**src/rtl/isa_front_pkg.sv**
```systemverilog
// Package: shared helpers for the ISA slave front end.
// Assumes the sample format is two bits: bit0 = 16-bit samples, bit1 = stereo.
package isa_front_pkg;

    localparam int FMT_W  = 2;
    localparam int BCNT_W = 3;

    // Bytes that make up one sample frame for a given format.
    function automatic logic [BCNT_W-1:0] frame_bytes(input logic [FMT_W-1:0] fmt);
        logic [BCNT_W-1:0] n;
        n = BCNT_W'(1);
        if (fmt[0]) n = n << 1;
        if (fmt[1]) n = n << 1;
        return n;
    endfunction

endpackage

```
**src/rtl/isa_win_decode.sv**
```systemverilog
// Module: isa_win_decode
// Compares the address against every enabled window base and resolves overlaps
// so that the lowest-numbered window wins. The decode is purely combinational.
// Assumes: bases are 16-byte aligned, so only address bits above 3 are compared.
// clk/rst_n serve the embedded assertions only.
module isa_win_decode #(
    parameter int NUM_WIN = 4,
    parameter int ADDR_W  = 16,
    parameter int LOW_W   = 12,
    localparam int BASE_W = LOW_W - 4
) (
    input  logic                      clk,
    input  logic                      rst_n,
    input  logic [ADDR_W-1:4]         sa_idx,
    input  logic                      aen,
    input  logic                      upper_dec_en,
    input  logic [NUM_WIN*BASE_W-1:0] win_base,
    input  logic [NUM_WIN-1:0]        win_en,
    output logic [NUM_WIN-1:0]        win_hit
);

    logic               upper_ok;
    logic [NUM_WIN-1:0] raw_match;

    // Upper bits must be zero only when alias suppression is on.
    assign upper_ok = !upper_dec_en || (sa_idx[ADDR_W-1:LOW_W] == '0);

    // Per-window comparator.
    for (genvar g = 0; g < NUM_WIN; g++) begin : g_cmp
        assign raw_match[g] = win_en[g] && !aen && upper_ok &&
                              (sa_idx[LOW_W-1:4] == win_base[g*BASE_W +: BASE_W]);
    end

    // Fixed priority: lowest index overwrites last.
    always_comb begin
        win_hit = '0;
        for (int i = NUM_WIN - 1; i >= 0; i--) begin
            if (raw_match[i]) win_hit = NUM_WIN'(1) << i;
        end
    end

    p_aen_blocks_r1: assert property (@(posedge clk) disable iff (!rst_n)
        aen |-> (win_hit == '0));
    p_one_winner_r3: assert property (@(posedge clk) disable iff (!rst_n)
        $onehot0(win_hit));
    p_upper_zero_r4: assert property (@(posedge clk) disable iff (!rst_n)
        (upper_dec_en && (win_hit != '0)) |-> (sa_idx[ADDR_W-1:LOW_W] == '0));

endmodule

```
**src/rtl/isa_cycle_ctrl.sv**
```systemverilog
// Module: isa_cycle_ctrl
// Turns decoded I/O cycles into one-cycle register strobes, drives the data
// bus enable with its suppression rules, and stretches cycles through the
// ready pull-down with a bounded wait. It also reports every command falling
// edge for the DMA byte counters.
// Assumes: ior_n/iow_n are synchronous to clk and idle high.
module isa_cycle_ctrl #(
    parameter int NUM_WIN = 4,
    parameter int TIMEOUT = 32,
    localparam int CNT_W  = $clog2(TIMEOUT + 1)
) (
    input  logic               clk,
    input  logic               rst_n,
    input  logic               aen,
    input  logic               ior_n,
    input  logic               iow_n,
    input  logic [3:0]         sa_off,
    input  logic [NUM_WIN-1:0] win_hit,
    input  logic [NUM_WIN-1:0] win_periph,
    input  logic               sd_dis,
    input  logic               serial_mode,
    input  logic               tgt_ready,
    output logic               rd_stb,
    output logic               wr_stb,
    output logic [NUM_WIN-1:0] stb_win,
    output logic [3:0]         reg_off,
    output logic               sd_oe,
    output logic               iochrdy_low,
    output logic               cmd_fall
);

    logic             ior_q, iow_q;
    logic             any_hit, periph_hit;
    logic             rd_act, wr_act, io_act;
    logic             rd_fall, wr_fall;
    logic [CNT_W-1:0] wait_cnt;
    logic             timed_out;

    assign any_hit    = |win_hit;
    assign periph_hit = |(win_hit & win_periph);
    assign rd_act     = !aen && !ior_n && any_hit;
    assign wr_act     = !aen && !iow_n && any_hit;
    assign io_act     = rd_act || wr_act;
    assign rd_fall    = ior_q && !ior_n;
    assign wr_fall    = iow_q && !iow_n;
    assign cmd_fall   = rd_fall || wr_fall;

    // Remember last command levels for edge detection.
    always_ff @(posedge clk) begin
        if (!rst_n) begin
            ior_q <= 1'b1;
            iow_q <= 1'b1;
        end else begin
            ior_q <= ior_n;
            iow_q <= iow_n;
        end
    end

    // Emit one-cycle strobes with the captured window and offset.
    always_ff @(posedge clk) begin
        if (!rst_n) begin
            rd_stb  <= 1'b0;
            wr_stb  <= 1'b0;
            stb_win <= '0;
            reg_off <= '0;
        end else begin
            rd_stb <= rd_fall && !aen && any_hit;
            wr_stb <= wr_fall && !aen && any_hit;
            if (cmd_fall && !aen && any_hit) begin
                stb_win <= win_hit;
                reg_off <= sa_off;
            end
        end
    end

    // Drive data only for reads that are not suppressed.
    assign sd_oe = rd_act && !(periph_hit && (sd_dis || serial_mode));

    // Count stretched edges within one cycle, saturating at the limit.
    always_ff @(posedge clk) begin
        if (!rst_n) begin
            wait_cnt <= '0;
        end else if (!io_act) begin
            wait_cnt <= '0;
        end else if (!tgt_ready && !timed_out) begin
            wait_cnt <= wait_cnt + 1'b1;
        end
    end

    assign timed_out   = (wait_cnt == CNT_W'(TIMEOUT));
    assign iochrdy_low = io_act && !tgt_ready && !timed_out;

    p_stb_pulse_r2: assert property (@(posedge clk) disable iff (!rst_n)
        (rd_stb || wr_stb) |=> !(rd_stb || wr_stb));
    p_sd_only_reads_r5: assert property (@(posedge clk) disable iff (!rst_n)
        sd_oe |-> (!ior_n && !aen));
    p_no_drive_periph_r6: assert property (@(posedge clk) disable iff (!rst_n)
        (sd_oe && periph_hit) |-> !(sd_dis || serial_mode));
    p_rdy_in_cycle_r7: assert property (@(posedge clk) disable iff (!rst_n)
        iochrdy_low |-> (!aen && (!ior_n || !iow_n)));
    p_wait_bounded_r8: assert property (@(posedge clk) disable iff (!rst_n)
        wait_cnt <= CNT_W'(TIMEOUT));
    p_timeout_release_r8: assert property (@(posedge clk) disable iff (!rst_n)
        timed_out |-> !iochrdy_low);

endmodule

```
**src/rtl/isa_drq_line.sv**
```systemverilog
// Module: isa_drq_line
// One DMA request line. An idle line that sees its request loads the frame
// byte count; each acknowledged command edge takes one byte, and the request
// output stays up until the count is spent.
// Assumes: byte_evt is already qualified by the DACK of the routed channel.
module isa_drq_line
    import isa_front_pkg::*;
(
    input  logic             clk,
    input  logic             rst_n,
    input  logic             req,
    input  logic [FMT_W-1:0] fmt,
    input  logic             byte_evt,
    output logic             drq
);

    logic [BCNT_W-1:0] bytes_left;

    // Load a frame when idle, otherwise consume acknowledged bytes.
    always_ff @(posedge clk) begin
        if (!rst_n) begin
            bytes_left <= '0;
        end else if (bytes_left == '0) begin
            if (req) bytes_left <= frame_bytes(fmt);
        end else if (byte_evt) begin
            bytes_left <= bytes_left - 1'b1;
        end
    end

    assign drq = (bytes_left != '0);

    p_cnt_range_r9: assert property (@(posedge clk) disable iff (!rst_n)
        bytes_left <= BCNT_W'(4));
    p_rise_on_req_r9: assert property (@(posedge clk) disable iff (!rst_n)
        $rose(drq) |-> $past(req));
    p_drop_after_byte_r10: assert property (@(posedge clk) disable iff (!rst_n)
        $fell(drq) |-> $past(byte_evt));

endmodule

```
**src/rtl/isa_io_front.sv**
```systemverilog
// Module: isa_io_front (top)
// ISA 8-bit slave front end: window decode, register strobes, data drive
// control, ready stretching, and per-line DMA requests with channel routing.
// Assumes: all ISA inputs are synchronised to clk; reset is synchronous.
module isa_io_front
    import isa_front_pkg::*;
#(
    parameter int NUM_WIN  = 4,
    parameter int ADDR_W   = 16,
    parameter int LOW_W    = 12,
    parameter int NUM_DRQ  = 3,
    parameter int NUM_CH   = 4,
    parameter int TIMEOUT  = 32,
    localparam int BASE_W  = LOW_W - 4,
    localparam int CH_W    = $clog2(NUM_CH),
    localparam int SEL_W   = $clog2(NUM_DRQ),
    parameter logic [NUM_DRQ*CH_W-1:0] DEF_ROUTE = {2'd3, 2'd1, 2'd0}
) (
    input  logic                      clk,
    input  logic                      rst_n,
    input  logic [ADDR_W-1:0]         sa,
    input  logic                      aen,
    input  logic                      ior_n,
    input  logic                      iow_n,
    input  logic                      upper_dec_en,
    input  logic [NUM_WIN*BASE_W-1:0] win_base,
    input  logic [NUM_WIN-1:0]        win_en,
    input  logic [NUM_WIN-1:0]        win_periph,
    input  logic                      sd_dis,
    input  logic                      serial_mode,
    input  logic                      tgt_ready,
    output logic [NUM_WIN-1:0]        win_hit,
    output logic                      rd_stb,
    output logic                      wr_stb,
    output logic [NUM_WIN-1:0]        stb_win,
    output logic [3:0]                reg_off,
    output logic                      sd_oe,
    output logic                      iochrdy_low,
    input  logic [NUM_DRQ-1:0]        dma_req,
    input  logic [NUM_DRQ*FMT_W-1:0]  dma_fmt,
    input  logic [NUM_CH-1:0]         dack_n,
    input  logic                      route_we,
    input  logic [SEL_W-1:0]          route_sel,
    input  logic [CH_W-1:0]           route_wdata,
    output logic [NUM_CH-1:0]         drq_isa
);

    logic              cmd_fall;
    logic [CH_W-1:0]   route_q [NUM_DRQ];
    logic [NUM_DRQ-1:0] line_drq;

    isa_win_decode #(
        .NUM_WIN (NUM_WIN),
        .ADDR_W  (ADDR_W),
        .LOW_W   (LOW_W)
    ) u_dec (
        .clk          (clk),
        .rst_n        (rst_n),
        .sa_idx       (sa[ADDR_W-1:4]),
        .aen          (aen),
        .upper_dec_en (upper_dec_en),
        .win_base     (win_base),
        .win_en       (win_en),
        .win_hit      (win_hit)
    );

    isa_cycle_ctrl #(
        .NUM_WIN (NUM_WIN),
        .TIMEOUT (TIMEOUT)
    ) u_cyc (
        .clk         (clk),
        .rst_n       (rst_n),
        .aen         (aen),
        .ior_n       (ior_n),
        .iow_n       (iow_n),
        .sa_off      (sa[3:0]),
        .win_hit     (win_hit),
        .win_periph  (win_periph),
        .sd_dis      (sd_dis),
        .serial_mode (serial_mode),
        .tgt_ready   (tgt_ready),
        .rd_stb      (rd_stb),
        .wr_stb      (wr_stb),
        .stb_win     (stb_win),
        .reg_off     (reg_off),
        .sd_oe       (sd_oe),
        .iochrdy_low (iochrdy_low),
        .cmd_fall    (cmd_fall)
    );

    // Routing table: default mapping at reset, one entry per write.
    always_ff @(posedge clk) begin
        if (!rst_n) begin
            for (int i = 0; i < NUM_DRQ; i++) route_q[i] <= DEF_ROUTE[i*CH_W +: CH_W];
        end else if (route_we) begin
            for (int i = 0; i < NUM_DRQ; i++) begin
                if (route_sel == SEL_W'(i)) route_q[i] <= route_wdata;
            end
        end
    end

    // One request line per functional DMA source.
    for (genvar g = 0; g < NUM_DRQ; g++) begin : g_line
        logic dack_sel_n;
        assign dack_sel_n = dack_n[route_q[g]];

        isa_drq_line u_line (
            .clk      (clk),
            .rst_n    (rst_n),
            .req      (dma_req[g]),
            .fmt      (dma_fmt[g*FMT_W +: FMT_W]),
            .byte_evt (cmd_fall && !dack_sel_n),
            .drq      (line_drq[g])
        );

        p_drq_routed_r11: assert property (@(posedge clk) disable iff (!rst_n)
            line_drq[g] |-> drq_isa[route_q[g]]);
    end

    // Merge active lines onto their routed channels.
    always_comb begin
        drq_isa = '0;
        for (int l = 0; l < NUM_DRQ; l++) begin
            drq_isa[route_q[l]] = drq_isa[route_q[l]] | line_drq[l];
        end
    end

endmodule

```
**config.mk**
```make
export PLATFORM = sky130hd
export DESIGN_NAME = isa_io_front
export DESIGN_NICKNAME = d
export VERILOG_FILES = /design/src/rtl/isa_front_pkg.sv /design/src/rtl/isa_win_decode.sv /design/src/rtl/isa_cycle_ctrl.sv /design/src/rtl/isa_drq_line.sv /design/src/rtl/isa_io_front.sv
export SDC_FILE = /design/constraint.sdc
export NUM_CORES = 1
export LEC_CHECK = 0
export ABC_AREA = 1
export BUFFER_PORTS_ARGS = -buffer_cell sky130_fd_sc_hd__buf_2
export CORE_UTILIZATION = 25
export DETAILED_ROUTE_END_ITERATION = 16
export HOLD_SLACK_MARGIN = 0.12
export PLACE_DENSITY_LB_ADDON = 0.1
export SYNTH_ARGS = -nofsm -noshare
export SYNTH_HDL_FRONTEND = slang
export SYNTH_SLANG_ARGS = --single-unit
```
**constraint.sdc**
```tcl
create_clock -name clk -period 1.9 [get_ports clk]
set_input_delay 0.095 -clock clk [delete_from_list [all_inputs] [get_ports clk]]
set_output_delay 0.095 -clock clk [all_outputs]
set_load 0.02 [all_outputs]
```
==> metrics.yaml <==
hold_path:
  hold_depth: 4
  min_from: "dma_req[1]"
  hold_class: "input pin to register"
sta:
  relSlewSlack: 0.7417
  hold_viol_final: 0
  worst_slew_pin_slew_ns: 0.3845
  setup_ws_ns: -0.08457
  max_freq_mhz: 503.9
  final_max_slew_viol_count: 0
  fin_crit_ns: 1.985
  period_share: 1.045
  clock_skew_ns: 0.004408
  setup_viol: 4
  rsz0062_at_grt: "true"
  final.setup.tns_ns: -0.2481
logic_synthesis:
  syn_area_mm2: 0.002805
  avgSynthCellArea_um2: 5.881
  syn-instance-count: 477
  synth_fp_nets: 574
  yosysSeqAreaShare: 0.2569
  synth_cell_types: 32
  ys_seq_elements: 33
  synth_warnings: 0
die:
  die_area_mm2: 0.01165
  fp.dieW_um: 107.9
  num_rows: 38
  ioPinCount: 103
  fp.dieH_um: 107.9
  core_mm2: 0.01089
  start_util: 0.2576
routing:
  top_layer: "met4"
  drt_first_iter_violations: 92
  firstDrtPassIters: 4
  met2_length_um: 4164
  vias_per_cell: 4.391
  wl_met3_um: 426
  ant_nets: 0
  vias: 3276
  drc: 0
  wl_per_cell_um: 11.19
  wirelength_met1_um: 3679
  wl_um: 8347
critical_path:
  worst-path-max-fanout: 3
  path_delay_family: "simple AND/OR/NAND/NOR gates"
  reg2reg_from: "route_q[0][0]$_SDFFCE_PP0P_"
  cp.buffers_inverters: 3
  worst_path_max_delay_cell: "dfxtp_2"
  cp-end-kind: "primary output"
  worst_r2r_path_depth: 8
  worstPathCellList: "inv_2 > ha_4 > inv_4 > nor2_4 > nor3_2 > nand2_1 > nand2_2 > nor2_1 > o21ai_2 > nand2_1 > nand2_1 > o21ai_1 > nand2_1 > buf_6"
  critPathArrivalTime_ns: 1.89
  cpMostUsedCell: "nand2_1"
  start_kind: "register"
  cp-endpoint: "drq_isa[0]"
  path_depth: 14
  startpoint: "g_line[0].u_line.bytes_left[0]$_SDFFE_PN0P_"
  critPathKind: "register to primary output"
  cp_data_required_time_ns: 1.80
  r2r-end: "g_line[0].u_line.bytes_left[1]$_SDFFE_PN0P_"
  cpPeakStageDelay_ns: 0.33
  r2r_slack_ns: 0.26
grt:
  grt_pass1_vias: 3127
  grt_pass1_wl_um: 13680
  track_usage: 0.1491
  overflow: 0
  antenna_found_initial: 0
  grt_max_degree: 13
finish:
  area_delta_synth_final_pct: 36.89
  fin_nets: 702
  nFillCells: 1238
  stdcell_area_mm2: 0.003840
  diodes: 0
  finalNonFillerCells: 746
  layout-drive-gt1-share: 0.2607
place:
  dpl_worst_slack_ns: -0.04310
  hpwl_um: 6912
  port-buffer-count: 102
  placed_area_mm2: 0.003533
  gp_congestion: 0.8687
  place_inst: 724
power_and_ir_drop:
  cellPowerDensity_mw_per_mm2: 819.7
  ir_drop_uv: 592.9
  p_leak_nw: 2.098
  finalPower_mw: 3.147
run:
  drv_cap: 0
clock_tree:
  clk_pin_slew_ns: 0.07
  cts_root_buf: "clkbuf_8"
  clock_sinks: 33
  cts_tree: "yes"
  clk-insertion-delay-late_ns: 0.28
  cts_made_buffers: 5
  cts_buffer_depth: 2
  htreeDepth: 2
outcome:
  violations: "setup timing"
  outcome: "complete, but fails checks"
[timing repair]
item,CTS,global route
pin swaps,4,6
hold endpoints to repair,7,0
hold buffers,7,0
setup endpoints to repair,4,4
setup buffers,5,2
gates resized for setup,27,6
[cells in the mapped netlist]
cell	n	area (um2)
nand2_1	137	514.2
inv_1	78	292.8
nor2_1	76	285.3
o21ai_0	29	145.1
nand3_1	28	140.1
dfxtp_1	27	540.5
a21oi_1	14	70.07
ha_1	14	175.2
nor3_1	12	60.06
xor2_1	8	70.07
nand4_1	7	43.79
edfxtp_1	6	180.2
a31oi_1	5	31.28
inv_2	5	18.77
o21ai_1	5	25.02
xnor2_1	4	35.03
and2_1	3	18.77
a22oi_1	2	15.01
mux2_2	2	22.52
nand2_4	2	22.52
nor2_2	2	12.51
a21o_1	1	7.510
buf_2	1	5.000
clkbuf_2	1	5.000
clkinv_4	1	8.760
nand2_2	1	6.260
nor2_4	1	11.26
o21a_1	1	7.510
o21a_4	1	15.01
o22ai_1	1	6.260
o31ai_1	1	7.510
or2_2	1	6.260
[sequential cells by signal, indices dropped and copies added (netlist names)]
name and count:
g_line.u_line.bytes_left 9, route_q 6, u_cyc.ior_q 1, u_cyc.iow_q 1, u_cyc.rd_stb 1, u_cyc.reg_off 4
u_cyc.stb_win 4, u_cyc.wait_cnt 6, u_cyc.wr_stb 1
[where the power goes]
group	leakage (nW)	internal [mW]	switching, mW
Combinational	1.76	0.747	0.940
Clock	0.0542	0.327	0.252
Sequential	0.279	0.816	0.0658
Total	2.10	1.89	1.26
[worst min path at each step]
| stage | slack (ns) | end |
|---|---|---|
| 3_5_place_dp | 0.34 | u_cyc.reg_off[2]$_SDFFE_PN0P_ |
| 4_1_cts | 0.13 | g_line[1].u_line.bytes_left[1]$_SDFFE_PN0P_ |
| 2_1_floorplan | 0.18 | u_cyc.ior_q$_SDFF_PN1_ |
| 6_report | 0.14 | g_line[1].u_line.bytes_left[1]$_SDFFE_PN0P_ |
| 5_1_grt | 0.15 | route_q[0][2]$_DFFE_PP_ |
| 3_3_place_gp | 0.34 | u_cyc.reg_off[2]$_SDFFE_PN0P_ |
[cell type report]
cell class              instances  area [um2]  share of cell area
multi-input cells             358        1814              0.4725
well taps                     140       175.2             0.04562
clock inverters                 1       5.005            0.001303
flip-flops and latches         33       721.9              0.1880
repair buffers                123       704.4              0.1834
clock buffers                   7       96.34             0.02509
inverters                      84       322.8             0.08407
[cells in the final DEF, fill, tap and decap left out, types with 2 or more instances in the layout]
master | netlist | layout
nand2_2 | 1 | 4
a21oi_1 | 14 | 14
clkbuf_8 | 0 | 7
nand2_1 | 137 | 134
a31oi_1 | 5 | 5
a22oi_1 | 2 | 2
nor2_2 | 2 | 2
mux2_2 | 2 | 2
ha_1 | 14 | 12
nor3_1 | 12 | 9
inv_2 | 5 | 8
nand4_1 | 7 | 7
buf_2 | 1 | 99
xnor2_1 | 4 | 4
edfxtp_1 | 6 | 6
o21ai_1 | 5 | 7
and2_1 | 3 | 3
nand3_1 | 28 | 28
xor2_1 | 8 | 8
o21ai_2 | 0 | 4
nand2_4 | 2 | 2
nor3_2 | 0 | 3
dfxtp_1 | 27 | 26
dlygate4sd3_1 | 0 | 7
o21ai_0 | 29 | 23
nor2_4 | 1 | 2
buf_4 | 0 | 14
buf_6 | 0 | 3
inv_1 | 78 | 74
nor2_1 | 76 | 75
[stage by stage]
| step | hold WS [ns] | utilization |
|---|---|---|
| floorplan | 0.1844 | - |
| global placement | 0.3363 | 0.3245 |
| detailed placement | 0.3389 | 0.3245 |
| CTS | 0.1345 | 0.3496 |
| global route | 0.1496 | 0.3527 |
| finish | 0.1407 | 0.3527 |
[worst register-to-register path: stages (launching register included)]
cell      delay (ns)
edfxtp_1        0.46
inv_2           0.14
o21ai_0         0.10
a21oi_1         0.21
nand3_1         0.09
o21ai_0         0.13
inv_1           0.14
o21ai_0         0.19
a21oi_1         0.06
[per-layer routing]
metal	GRT usage	up-vias
li1	-	1749
met1	0.1755	1436
met2	0.2766	85
met3	0.02592	6
met4	0.03914	0
met5	0	-
[logic make-up (layout without fill, tap and decap cells)]
kind of cell / Yosys count / count (layout) / synth area share
adders and majority gates: 14 / 14 / 0.06244
DFF: 33 / 33 / 0.2569
AOI/OAI and AO/OA: 60 / 60 / 0.1178
buffers and inverters: 86 / 215 / 0.1177
muxes: 2 / 2 / 0.008028
and+or+nand+nor: 270 / 270 / 0.3996
xor gates and xnor gates: 12 / 12 / 0.03747
(Power assumes the default switching activity.)
